## config.mk

```make
export PLATFORM = sky130hd
export DESIGN_NAME = nand_cycle_seq
export DESIGN_NICKNAME = d
export VERILOG_FILES = /design/src/rtl/nand_cycle_seq.sv
export SDC_FILE = /design/constraint.sdc
export NUM_CORES = 1
export LEC_CHECK = 0
export BUFFER_PORTS_ARGS = -buffer_cell sky130_fd_sc_hd__clkbuf_2
export CAP_MARGIN = 20
export CORE_ASPECT_RATIO = 0.7
export CORE_MARGIN = 4
export CORE_UTILIZATION = 50
export CTS_BUF_LIST = sky130_fd_sc_hd__clkbuf_8 sky130_fd_sc_hd__clkbuf_16
export DETAILED_ROUTE_END_ITERATION = 16
export GPL_TIMING_DRIVEN = 0
export MAX_ROUTING_LAYER = met4
export PLACE_DENSITY = 0.89
export SKIP_LAST_GASP = 1
export SYNTH_ARGS = -nofsm -noshare
export SYNTH_HDL_FRONTEND = slang
export SYNTH_SLANG_ARGS = --single-unit
```

## constraint.sdc

```tcl
create_clock -name clk -period 2.85 [get_ports clk]
set_clock_uncertainty 0.05 [all_clocks]
set_input_delay 0.855 -clock clk [delete_from_list [all_inputs] [get_ports clk]]
set_output_delay 0.855 -clock clk [all_outputs]
set_load 0.02 [all_outputs]
```

## src/rtl/nand_cycle_seq.sv

```systemverilog
module nand_cycle_seq #(
  parameter int          ADDR_W      = 16,
  parameter int          DATA_W      = 8,
  parameter int          SYNC_STAGES = 2,
  parameter logic [31:0] CFG_RESET   = 32'hFCFC_FCFC
) (
  input  logic              clk,
  input  logic              rst_n,
  input  logic              cfg_we,
  input  logic [31:0]       cfg_wdata,
  output logic [31:0]       cfg_rdata,
  output logic              cfg_error,
  input  logic              req,
  input  logic              wr,
  input  logic [ADDR_W-1:0] addr_in,
  input  logic [DATA_W-1:0] wdata_in,
  output logic [DATA_W-1:0] rdata,
  output logic              busy,
  output logic              done,
  input  logic              wait_n,
  output logic [ADDR_W-1:0] nand_addr,
  output logic              nand_we_n,
  output logic              nand_oe_n,
  output logic [DATA_W-1:0] dq_out,
  output logic              dq_oe,
  input  logic [DATA_W-1:0] dq_in
);

  localparam int         CNT_W = 9;
  localparam logic [7:0] F_TOP = 8'hFE;

  typedef enum logic [1:0] {ST_IDLE, ST_SETUP, ST_STROBE, ST_HOLD} state_t;

  state_t              state;
  logic [31:0]         cfg_q;
  logic                err_q;
  logic [CNT_W-1:0]    cnt;
  logic [7:0]          hz_cnt;
  logic [7:0]          wait_q, hold_q;
  logic                wr_q, done_q;
  logic [ADDR_W-1:0]   addr_q;
  logic [DATA_W-1:0]   wdata_q, rdata_q;
  logic [SYNC_STAGES-1:0] wsync;

  wire [7:0] f_set  = cfg_q[7:0];
  wire [7:0] f_wait = cfg_q[15:8];
  wire [7:0] f_hold = cfg_q[23:16];
  wire [7:0] f_hiz  = cfg_q[31:24];

  wire [7:0] set_c  = (f_set  == 8'hFF) ? F_TOP : f_set;
  wire [7:0] hiz_c  = (f_hiz  == 8'hFF) ? F_TOP : f_hiz;
  wire [7:0] wait_c = (f_wait == 8'h00) ? 8'h01 : (f_wait == 8'hFF) ? F_TOP : f_wait;
  wire [7:0] hold_c = (f_hold == 8'h00) ? 8'h01 : (f_hold == 8'hFF) ? F_TOP : f_hold;

  wire bad_word = (cfg_wdata[31:24] == 8'hFF) ||
                  (cfg_wdata[23:16] == 8'hFF) || (cfg_wdata[23:16] == 8'h00) ||
                  (cfg_wdata[15:8]  == 8'hFF) || (cfg_wdata[15:8]  == 8'h00) ||
                  (cfg_wdata[7:0]   == 8'hFF);

  wire wait_hi  = wsync[SYNC_STAGES-1];
  wire cnt_zero = (cnt == '0);

  always_ff @(posedge clk or negedge rst_n) begin
    if (!rst_n) begin
      cfg_q <= CFG_RESET;
      err_q <= 1'b0;
    end else if (cfg_we) begin
      cfg_q <= cfg_wdata;
      if (bad_word) err_q <= 1'b1;
    end
  end

  always_ff @(posedge clk or negedge rst_n) begin
    if (!rst_n) wsync <= '1;
    else        wsync <= {wsync[SYNC_STAGES-2:0], wait_n};
  end

  always_ff @(posedge clk or negedge rst_n) begin
    if (!rst_n) begin
      state   <= ST_IDLE;
      cnt     <= '0;
      hz_cnt  <= '0;
      wait_q  <= '0;
      hold_q  <= '0;
      wr_q    <= 1'b0;
      addr_q  <= '0;
      wdata_q <= '0;
      rdata_q <= '0;
      done_q  <= 1'b0;
    end else begin
      done_q <= 1'b0;
      if (state != ST_IDLE && hz_cnt != '0) hz_cnt <= hz_cnt - 8'd1;
      case (state)
        ST_IDLE: begin
          if (req) begin
            state   <= ST_SETUP;
            cnt     <= CNT_W'(set_c);
            hz_cnt  <= hiz_c;
            wait_q  <= wait_c;
            hold_q  <= hold_c;
            wr_q    <= wr;
            addr_q  <= addr_in;
            wdata_q <= wdata_in;
          end
        end
        ST_SETUP: begin
          if (cnt_zero) begin
            state <= ST_STROBE;
            cnt   <= CNT_W'(wait_q);
          end else begin
            cnt <= cnt - 1'b1;
          end
        end
        ST_STROBE: begin
          if (!cnt_zero) begin
            cnt <= cnt - 1'b1;
          end else if (wait_hi) begin
            state <= ST_HOLD;
            cnt   <= wr_q ? CNT_W'(hold_q) - 1'b1 : CNT_W'(hold_q) + 2'd1;
            if (!wr_q) rdata_q <= dq_in;
          end
        end
        default: begin
          if (cnt_zero) begin
            state  <= ST_IDLE;
            done_q <= 1'b1;
          end else begin
            cnt <= cnt - 1'b1;
          end
        end
      endcase
    end
  end

  assign cfg_rdata = cfg_q;
  assign cfg_error = err_q;
  assign busy      = (state != ST_IDLE);
  assign done      = done_q;
  assign rdata     = rdata_q;
  assign nand_addr = addr_q;
  assign dq_out    = wdata_q;
  assign nand_we_n = !(state == ST_STROBE && wr_q);
  assign nand_oe_n = !(state == ST_STROBE && !wr_q);
  assign dq_oe     = busy && wr_q && (hz_cnt == '0);

endmodule

```

==> results.sh <==
export IMPL_worst_path_max_fanout=13
export IMPL_cts_tree="yes"
export IMPL_via_per_inst=5.93
export IMPL_ys_seq_area_share_pct=51.0
export IMPL_hold_buffers=0
export IMPL_total_power_mw=6.72
export IMPL_comb_power_share_pct=45.9
export IMPL_power_density_nw_per_um2=1060
export IMPL_cts_root_buf="clkbuf_16"
export IMPL_hold_path_depth=0
export IMPL_r2r_start="cnt[0]$_DFFE_PN0P_"
export IMPL_dieArea_um2=12000
export IMPL_final_max_slew_viol_count=0
export IMPL_yosysMostFrequentCell="dfrtp_1"
export IMPL_place_gp_congestion=0.912
export IMPL_grt_overflow=0
export IMPL_ant_nets=0
export IMPL_min_to="wsync[1]$_DFF_PN1_"
export IMPL_drive_gt1_share_pct=44.4
export IMPL_postSynth_asyncResetShare_pct=100
export IMPL_core_um2=9870
export IMPL_antenna_found_initial=0
export IMPL_pwr_share_seq_pct=36.7
export IMPL_netlist_top_cells_count="dfrtp_1, mux2_2, dfstp_2, nand2_1, o21ai_0"
export IMPL_wl_mm=13.4
export IMPL_holdWs_ns=0.312
export IMPL_worstMarginPinSlew_ns=0.682
export IMPL_start_util_pct=52.3
export IMPL_status="finished clean"
export IMPL_synth_largest_area_cell="dfrtp_1"
export IMPL_worst_skew_pair_late_latency_ns=0.35
export IMPL_htreeDepth=3
export IMPL_rsz0062_at_grt="no"
export IMPL_area_growth_pct=22.7
export IMPL_ys_ff_latch=104
export IMPL_p_clk_share_pct=17.4
export IMPL_clockBufferDepth=2
export IMPL_cts_sinks=104
export IMPL_fin_crit_sh_pct=95.0
export IMPL_worst_r2r_setup_slack_ns=0.24
export IMPL_numCtsBuffers=9
export IMPL_syn_nets=524
export IMPL_p_switching_mw=2.75
export IMPL_die_x_um=129
export IMPL_grt_usage_pct=23.4
export IMPL_grt_start_max_net_pins=57
export IMPL_leakage_nw=2.85
export IMPL_yosys_warnings=0
export IMPL_fillers=725
export IMPL_r2r_end="cnt[4]$_DFFE_PN0P_"
export IMPL_met2_usage_pct=36.2
export IMPL_vias=4274
export IMPL_use_met1_pct=32.6
export IMPL_synth_top_cell_area_share_pct=37.8
export IMPL_grt_pass1_wl_mm=21.8
export IMPL_drc=0
export IMPL_wl_per_cell_um=18.6
export IMPL_ys_flop_type="dfrtp_1"
export IMPL_synth_edf_count=0
export IMPL_grt_use_met3_pct=4.51
export IMPL_cp_end_kind="output pin"
export IMPL_synth_top_cells_by_area="dfrtp_1, mux2_2, dfstp_2, ha_1, o21ai_0"
export IMPL_die_h_um=93.0
export IMPL_netlist_area_um2=5160
export IMPL_post_dp_hpwl_mm=10.2
export IMPL_internal_power_mw=3.97
export IMPL_setup_viol=0
export IMPL_drtIter0Drc=317
export IMPL_numPortBuffers=137
export IMPL_synthCells=439
export IMPL_min_from="wsync[0]$_DFF_PN1_"
export IMPL_drv_cap=0
export IMPL_cp_start_kind="register"
export IMPL_swShare_pct=40.9
export IMPL_synth_cell_types=61
export IMPL_rows=30
export IMPL_syn_avg_cell_area_um2=11.8
export IMPL_path_class="reg2out"
export IMPL_drtPass1Iterations=5
export IMPL_first_global_vias=4218
export IMPL_peakVddDrop_uv=523
export IMPL_hold_viol=0
export IMPL_final_nets=673
export IMPL_arrival_ns=1.80
export IMPL_io_pin_count=140
export IMPL_grt_busiest_layer="met2"
export IMPL_required_ns=1.95
export IMPL_relSlewSlack_pct=54.5
export IMPL_finalCriticalPeriod_ns=2.71
export IMPL_hp_class="reg2reg"
export IMPL_diodes=0
export IMPL_ff2ff_path_depth=7
export IMPL_fmax_mhz=369
export IMPL_path_clk_slew_ns=0.07
## layout make-up
type | count | area, um^2 | area share [%]
multi-input combinational | 305 | 2420 | 38.2
inverter | 12 | 45.0 | 0.711
sequential | 104 | 2640 | 41.6
buffer | 17 | 76.3 | 1.20
clock inverter | 6 | 40.0 | 0.632
tap | 128 | 160 | 2.53
clock buffer | 10 | 239 | 3.77
timing repair buffer | 139 | 723 | 11.4
## placed cells by master (no fill, tap or decap), types with 6 or more instances in the layout
| cell | Yosys | layout |
|---|---|---|
| nor4_1 | 7 | 6 |
| mux2_1 | 8 | 8 |
| dfstp_2 | 26 | 26 |
| nand2_1 | 26 | 26 |
| dfrtp_1 | 78 | 78 |
| nand3_1 | 6 | 6 |
| a21oi_1 | 13 | 13 |
| clkbuf_1 | 16 | 14 |
| inv_1 | 12 | 13 |
| clkbuf_16 | 0 | 9 |
| o21ai_0 | 21 | 21 |
| nor3_1 | 8 | 8 |
| nand4_1 | 14 | 14 |
| nor2_1 | 17 | 17 |
| mux2_2 | 72 | 72 |
| clkbuf_2 | 0 | 136 |
| ha_1 | 14 | 13 |
## metal layers
metal | vias to the layer above | wire length [um]
met5 | - | 0
met4 | 0 | 147
met3 | 14 | 1020
met2 | 194 | 6490
met1 | 2109 | 5780
li1 | 1957 | -
## critical path: stages, from the launching register on
cell and delay (ns):
dfrtp_1 0.40, inv_1 0.09, ha_2 0.28, clkbuf_4 0.22, nor3_1 0.24, clkbuf_2 0.22
## sequential cells by signal, summed over array words and instances (netlist names), 2 cells and up
signal / cells
cnt: 9
wait_q: 8
rdata: 8
nand_addr: 16
state: 2
wsync: 2
hold_q: 8
cfg_rdata: 32
hz_cnt: 8
dq_out: 8
## worst max path at each step
| stage | startpoint | endpoint | cells after the start |
|---|---|---|---|
| 5_1_grt | hz_cnt[3]$_DFF_PN0_ | dq_oe | 4 |
| 2_1_floorplan | hz_cnt[3]$_DFF_PN0_ | dq_oe | 3 |
| 3_3_place_gp | rst_n | nand_addr[9]$_DFFE_PN0P_ | 1 |
| 3_5_place_dp | state[1]$_DFFE_PN0P_ | dq_oe | 6 |
| 4_1_cts | state[0]$_DFFE_PN0P_ | dq_oe | 5 |
| 6_report | state[0]$_DFFE_PN0P_ | dq_oe | 5 |
## cell families after synthesis
kind of cell	count (synthesis)	synth area share [%]
and+or+nand+nor	106	11.1
DFF	104	51.0
buffers and inverters	30	2.35
muxes	81	17.6
adders and majority gates	15	3.78
xor gates and xnor gates	9	1.53
AOI/OAI and AO/OA	94	12.6
## repair_timing
action                                  in CTS  in global routing
pin swaps                                    1                  0
setup buffers                                1                  0
endpoints found under the setup margin       1                  1
gates resized for setup                      2                  2
## metrics by stage
step | utilization (%) | cells | setup slack (ns) | TNS, ns | instance area, um^2
final | 64.2 | 721 | 0.143 | 0 | 6340
after global placement | 60.9 | 704 | -0.375 | -28.80 | 6010
after detailed placement | 61.2 | 705 | 0.132 | 0 | 6040
after CTS | 64.1 | 721 | 0.0345 | 0 | 6330
after global routing | 64.2 | 721 | 0.00404 | 0 | 6340
after floorplan | - | 439 | 0.373 | 0 | 5160
## power groups by stage
stage	Sequential [mW]	Combinational [mW]	Clock, mW
2_1_floorplan	2.69	1.87	0
3_3_place_gp	2.43	2.89	0
3_5_place_dp	2.47	3.02	0
4_1_cts	2.45	3.04	1.20
5_1_grt	2.54	3.34	1.25
6_report	2.47	3.09	1.17
(Power assumes the default switching activity.)
